## src/rtl/vdc_pkg.sv

```systemverilog
package vdc_pkg;

    typedef enum logic [1:0] {
        ST_IDLE  = 2'd0,
        ST_ARMED = 2'd1,
        ST_RUN   = 2'd2,
        ST_DONE  = 2'd3
    } run_st_e;

    // Asynchronous qualifiers, in synchronizer bit order (MSB first)
    typedef struct packed {
        logic ext_clk;
        logic start;
        logic stop;
        logic enable;
    } qual_t;

    localparam int NUM_QUAL = $bits(qual_t);
    // 1 = bit is edge-detected, 0 = bit is passed as a level
    localparam logic [NUM_QUAL-1:0] QUAL_EDGE_MASK = 4'b1110;

    function automatic int max4(input int a, input int b, input int c, input int d);
        int m;
        m = a;
        if (b > m) m = b;
        if (c > m) m = c;
        if (d > m) m = d;
        return m;
    endfunction

    function automatic int pick_div(input logic [1:0] sel, input int d0, input int d1,
                                    input int d2, input int d3);
        case (sel)
            2'd0:    return d0;
            2'd1:    return d1;
            2'd2:    return d2;
            default: return d3;
        endcase
    endfunction

endpackage

```

## src/rtl/vdc_rate_gen.sv

```systemverilog
module vdc_rate_gen
    import vdc_pkg::*;
#(
    parameter int DIV0 = 2,
    parameter int DIV1 = 4,
    parameter int DIV2 = 8,
    parameter int DIV3 = 40
) (
    input  logic       clk,
    input  logic       rst,
    input  logic [1:0] rate_sel,
    output logic       tick,
    output logic       int_clk
);
    localparam int MAXDIV = max4(DIV0, DIV1, DIV2, DIV3);
    localparam int CW     = (MAXDIV > 2) ? $clog2(MAXDIV) : 1;

    logic [CW-1:0] cnt;
    logic [CW-1:0] last_cnt;
    logic [CW-1:0] half_cnt;

    always_comb begin
        last_cnt = CW'(pick_div(rate_sel, DIV0, DIV1, DIV2, DIV3) - 1);
        half_cnt = CW'(pick_div(rate_sel, DIV0, DIV1, DIV2, DIV3) / 2);
    end

    // ">=" lets a rate change to a shorter period wrap without a runt
    assign tick    = (cnt >= last_cnt);
    assign int_clk = (cnt < half_cnt);

    always_ff @(posedge clk) begin
        if (rst)       cnt <= '0;
        else if (tick) cnt <= '0;
        else           cnt <= cnt + 1'b1;
    end

    AST_INT_RISE_ON_TICK: assert property (@(posedge clk) disable iff (rst)
        $rose(int_clk) |-> $past(tick));

endmodule

```

## src/rtl/vdc_sync_bit.sv

```systemverilog
module vdc_sync_bit #(
    parameter int STAGES = 2,
    parameter bit EDGE   = 1'b0
) (
    input  logic clk,
    input  logic rst,
    input  logic d,
    output logic o
);
    logic [STAGES-1:0] sh;

    always_ff @(posedge clk) begin
        if (rst) sh <= '0;
        else     sh <= {sh[STAGES-2:0], d};
    end

    generate
        if (EDGE) begin : g_edge
            logic last;
            always_ff @(posedge clk) begin
                if (rst) last <= 1'b0;
                else     last <= sh[STAGES-1];
            end
            assign o = sh[STAGES-1] & ~last;
        end else begin : g_level
            assign o = sh[STAGES-1];
        end
    endgenerate

endmodule

```

## src/rtl/vdc_run_fsm.sv

```systemverilog
module vdc_run_fsm
    import vdc_pkg::*;
(
    input  logic       clk,
    input  logic       rst,
    input  logic       arm_mode,
    input  logic       arm_cmd,
    input  logic       host_clr,
    input  logic       start_rise,
    input  logic       stop_rise,
    input  logic       enable_q,
    input  logic       clk_evt,
    input  logic       end_of_vec,
    input  logic       cap_bit,
    output run_st_e    state,
    output logic       adv_pulse,
    output logic       cap_strobe
);
    run_st_e st_n;
    logic    pend, pend_n, adv_n, go;

    always_comb begin
        st_n   = state;
        pend_n = pend;
        adv_n  = 1'b0;
        go     = (pend | start_rise) & enable_q & clk_evt;
        if (host_clr) begin
            st_n   = ST_IDLE;
            pend_n = 1'b0;
        end else begin
            case (state)
                ST_IDLE: begin
                    if (arm_mode) begin
                        pend_n = 1'b0;
                        if (arm_cmd) st_n = ST_ARMED;
                    end else if (go) begin
                        st_n   = ST_RUN;
                        pend_n = 1'b0;
                        adv_n  = 1'b1;
                    end else if (start_rise) begin
                        pend_n = 1'b1;
                    end
                end
                ST_ARMED: begin
                    if (go) begin
                        st_n   = ST_RUN;
                        pend_n = 1'b0;
                        adv_n  = 1'b1;
                    end else if (start_rise) begin
                        pend_n = 1'b1;
                    end
                end
                ST_RUN: begin
                    if (stop_rise || end_of_vec) st_n  = ST_DONE;
                    else if (clk_evt && enable_q) adv_n = 1'b1;
                end
                default: ;
            endcase
        end
    end

    always_ff @(posedge clk) begin
        if (rst) begin
            state      <= ST_IDLE;
            pend       <= 1'b0;
            adv_pulse  <= 1'b0;
            cap_strobe <= 1'b0;
        end else begin
            state      <= st_n;
            pend       <= pend_n;
            adv_pulse  <= adv_n;
            cap_strobe <= adv_pulse & cap_bit;
        end
    end

    AST_ADV_ONLY_RUNNING: assert property (@(posedge clk) disable iff (rst)
        adv_pulse |-> (state == ST_RUN));
    AST_STOP_ENDS_RUN: assert property (@(posedge clk) disable iff (rst)
        (state == ST_RUN && stop_rise && !host_clr) |=> (state == ST_DONE && !adv_pulse));
    AST_EOV_ENDS_RUN: assert property (@(posedge clk) disable iff (rst)
        (state == ST_RUN && end_of_vec && !host_clr) |=> (state == ST_DONE));
    AST_ARMED_NEEDS_CMD: assert property (@(posedge clk) disable iff (rst)
        (state == ST_ARMED && $past(state) != ST_ARMED) |-> $past(arm_cmd));
    AST_CLEAR_TO_IDLE: assert property (@(posedge clk) disable iff (rst)
        host_clr |=> (state == ST_IDLE));
    AST_CAP_AFTER_ADV: assert property (@(posedge clk) disable iff (rst)
        cap_strobe |-> $past(adv_pulse));
    AST_DONE_HOLDS: assert property (@(posedge clk) disable iff (rst)
        (state == ST_DONE && !host_clr) |=> (state == ST_DONE));

endmodule

```

## src/rtl/vecdrv_clk_ctrl.sv

```systemverilog
module vecdrv_clk_ctrl
    import vdc_pkg::*;
#(
    parameter int DIV0        = 2,
    parameter int DIV1        = 4,
    parameter int DIV2        = 8,
    parameter int DIV3        = 40,
    parameter int SYNC_STAGES = 2
) (
    input  logic       clk,
    input  logic       rst,
    input  logic [1:0] rate_sel,
    input  logic       src_ext,
    input  logic       ext_clk,
    input  logic       start_in,
    input  logic       stop_in,
    input  logic       enable_in,
    input  logic       arm_mode,
    input  logic       arm_cmd,
    input  logic       host_clr,
    input  logic       end_of_vec,
    input  logic       cap_bit,
    output logic       int_clk_out,
    output logic       adv_pulse,
    output logic       cap_strobe,
    output logic [1:0] run_state
);
    qual_t   raw_q, cond_q;
    logic    int_tick, clk_evt;
    run_st_e st;

    assign raw_q = '{ext_clk: ext_clk, start: start_in, stop: stop_in, enable: enable_in};

    generate
        for (genvar b = 0; b < NUM_QUAL; b++) begin : g_qual
            vdc_sync_bit #(
                .STAGES (SYNC_STAGES),
                .EDGE   (QUAL_EDGE_MASK[b])
            ) i_sync (
                .clk (clk),
                .rst (rst),
                .d   (raw_q[b]),
                .o   (cond_q[b])
            );
        end
    endgenerate

    vdc_rate_gen #(
        .DIV0 (DIV0), .DIV1 (DIV1), .DIV2 (DIV2), .DIV3 (DIV3)
    ) i_rate (
        .clk      (clk),
        .rst      (rst),
        .rate_sel (rate_sel),
        .tick     (int_tick),
        .int_clk  (int_clk_out)
    );

    assign clk_evt = src_ext ? cond_q.ext_clk : int_tick;

    vdc_run_fsm i_fsm (
        .clk        (clk),
        .rst        (rst),
        .arm_mode   (arm_mode),
        .arm_cmd    (arm_cmd),
        .host_clr   (host_clr),
        .start_rise (cond_q.start),
        .stop_rise  (cond_q.stop),
        .enable_q   (cond_q.enable),
        .clk_evt    (clk_evt),
        .end_of_vec (end_of_vec),
        .cap_bit    (cap_bit),
        .state      (st),
        .adv_pulse  (adv_pulse),
        .cap_strobe (cap_strobe)
    );

    assign run_state = st;

    AST_SRC_EXT_NO_TICK_ADV: assert property (@(posedge clk) disable iff (rst)
        (src_ext && $past(src_ext) && $past(st) == ST_RUN && !$past(cond_q.ext_clk))
        |-> !adv_pulse);

endmodule

```

## config.mk

```make
export PLATFORM = sky130hd
export DESIGN_NAME = vecdrv_clk_ctrl
export DESIGN_NICKNAME = d
export VERILOG_FILES = /design/src/rtl/vdc_pkg.sv /design/src/rtl/vdc_rate_gen.sv /design/src/rtl/vdc_sync_bit.sv /design/src/rtl/vdc_run_fsm.sv /design/src/rtl/vecdrv_clk_ctrl.sv
export SDC_FILE = /design/constraint.sdc
export NUM_CORES = 1
export LEC_CHECK = 0
export ABC_CLOCK_PERIOD_IN_PS = 3300
export BUFFER_PORTS_ARGS = -buffer_cell sky130_fd_sc_hd__buf_4
export CAP_MARGIN = 5
export CORE_MARGIN = 5
export CORE_UTILIZATION = 30
export DETAILED_ROUTE_END_ITERATION = 10
export PLACE_DENSITY = 0.57
export SETUP_SLACK_MARGIN = 0.02
export SLEW_MARGIN = 15
export SYNTH_ARGS = -nofsm -noshare
export SYNTH_HDL_FRONTEND = slang
export SYNTH_HIERARCHICAL = 1
export SYNTH_SLANG_ARGS = --single-unit
```

## constraint.sdc

```tcl
create_clock -name clk -period 3.3 [get_ports clk]
set_input_delay 0.495 -clock clk [delete_from_list [all_inputs] [get_ports clk]]
set_output_delay 0.495 -clock clk [all_outputs]
set_load 0.03 [all_outputs]
```

==> reports/metrics.yaml <==
clock_skew_ps: 1.92
final_common_cell: "dfxtp_1"
rows: 22
synth_nets: 143
routed_wl_um: 1990
rsz0062_at_grt: "no"
placedCellCount: 182
synth_flop_cell: "dfxtp_1"
seq_area_frac_synth_pct: 39.3
dr_total_vias: 868
power_per_cell_area_mw_per_mm2: 398
clock_path_buffers: 2
yosysWarnings: 6
synth_edf_count: 0
track_usage_pct: 8.53
htreeDepth: 1
clockRootBuffer: "clkbuf_8"
path_class: "in -> reg"
gp_congestion: 0.813
max_freq_ghz: 0.376
clock-sinks: 22
drc: 0
grt_pass1_vias: 822
cts_tree: "yes"
path_clk_slew_ps: 70
die_y_um: 71.1
period_minus_slack_ps: 2660
boundaryPins: 19
ys_ff_latch: 22
cap_violations: 0
min_period_over_period_pct: 80.7
clk_latency_ps: 250
area_delta_synth_final_pct: 23.0
fin_setup_tns_ps: 0
async_flop_share_pct: 0
viasPerCell: 4.67
fin_nets: 167
max-vdd-ir-drop_uv: 134
finalSetupViolCount: 0
cts_setup_buffers: 0
core_mm2: 0.00363
overflow: 0
layout-drive-gt1-share_pct: 23.9
die_area_mm2: 0.00506
p_total_mw: 0.549
worstPathRequired_ps: 3500
utilization_pct: 37.9
syn-mean-instance-area_um2: 9.75
fill_cells: 364
placed_area_mm2: 0.00132
initial_core_util_pct: 30.9
worst-path-max-fanout: 5
final_cell_mix: "dfxtp_1, buf_4, ha_1"
hp-class: "reg -> reg"
port_buffers: 18
initialDrtViolationCount: 77
place_hpwl_um: 1620
grt_pass1_wl_um: 3530
final_cells: 186
wl_per_cell_um: 10.7
antenna-diode-count: 0
arrival_ps: 2860
status: "completed"
crit_path_end_kind: "flop"
ctsResizeCount: 0
die_w_um: 71.1
first_pass_iters: 4
finalHoldViolations: 0
antenna_left: 0
grt_max_degree: 16
cts-buffers-inserted: 3
startpoint_type: "primary input"
synthDistinctLibCells: 34
hold_buffers: 0
antenna_found_initial: 0
synth_cells: 115
finalInstanceArea_mm2: 0.00138
slew_violations: 0
synth_area_mm2: 0.00112
p_leak_nw: 0.588
cell usage after synthesis (3+ instances only):
| library cell | number | area, µm² |
|---|---|---|
| a21oi_1 | 4 | 20.0 |
| nand2b_1 | 3 | 18.8 |
| nor2_1 | 4 | 15.0 |
| nand2_1 | 9 | 33.8 |
| nand3_1 | 3 | 15.0 |
| nor2b_1 | 11 | 68.8 |
| dfxtp_1 | 22 | 440 |
| nor3_1 | 4 | 20.0 |
| a2111oi_0 | 3 | 26.3 |
| nor2b_2 | 3 | 26.3 |
| inv_1 | 6 | 22.5 |
| ha_1 | 14 | 175 |
sequential cells by signal, indices dropped and copies added, names as in the netlist:
name and cells:
i_fsm/state 2, i_fsm/cap_strobe 1, i_fsm/adv_pulse 1, i_rate/cnt 6, g_qual.i_sync/sh 8, g_qual.i_sync/g_edge.last 3
i_fsm/pend 1
cell type report:
type | count | area (µm²) | area share (%)
multi-input cells | 87 | 658 | 47.7
flip-flops and latches | 22 | 440 | 31.9
repair buffers | 19 | 143 | 10.3
well taps | 48 | 60.1 | 4.36
clock buffers | 4 | 55.1 | 3.99
inverters | 6 | 22.5 | 1.63
metrics by stage:
stage	setup slack [ps]	hold WS, ps
after floorplan	436	414
after global placement	378	417
after detailed placement	384	426
after CTS	648	439
after global routing	432	443
final	638	436
worst paths after layout:
check | start | end | slack [ps] | depth (start not counted)
min reg2reg | i_fsm/adv_pulse | i_fsm/cap_strobe | 440 | 2
max | rate_sel[1] | i_fsm/state[1] | 640 | 12
max reg2reg | i_rate/cnt[2] | i_fsm/state[1] | 1250 | 8
min | i_fsm/adv_pulse | i_fsm/cap_strobe | 440 | 2
cells by family after synthesis:
logic type,after synthesis,synth area share (%)
xor gates and xnor gates,4,3.13
and+or+nand+nor,47,24.8
AOI/OAI and AO/OA,20,13.5
adders and majority gates,14,15.6
buffers and inverters,6,2.01
other,1,0.335
DFF,22,39.3
muxes,1,1.34
where the power goes:
part / switching, mW / leakage (nW) / internal, mW
Combinational: 0.0379 / 0.379 / 0.0418
Clock: 0.0785 / 0.0288 / 0.106
Sequential: 0.00887 / 0.180 / 0.276
worst max-delay path, cell delays in order:
cell and delay [ps]:
buf_4 130, or2_2 300, ha_1 210, xnor2_1 120, ha_1 290, a21oi_1 60
o22ai_1 180, nand2b_1 130, mux2_4 140, o211ai_1 110, a2111oi_0 440, o221a_2 260
per-layer routing:
| layer | track usage, % | up-vias | wire length [µm] |
|---|---|---|---|
| li1 | - | 451 | - |
| met1 | 10.5 | 392 | 977 |
| met2 | 14.1 | 23 | 906 |
| met3 | 1.99 | 2 | 92 |
| met4 | 3.76 | 0 | 14 |
| met5 | 0 | - | 0 |
Note: power is estimated with default switching activity, not from simulation.
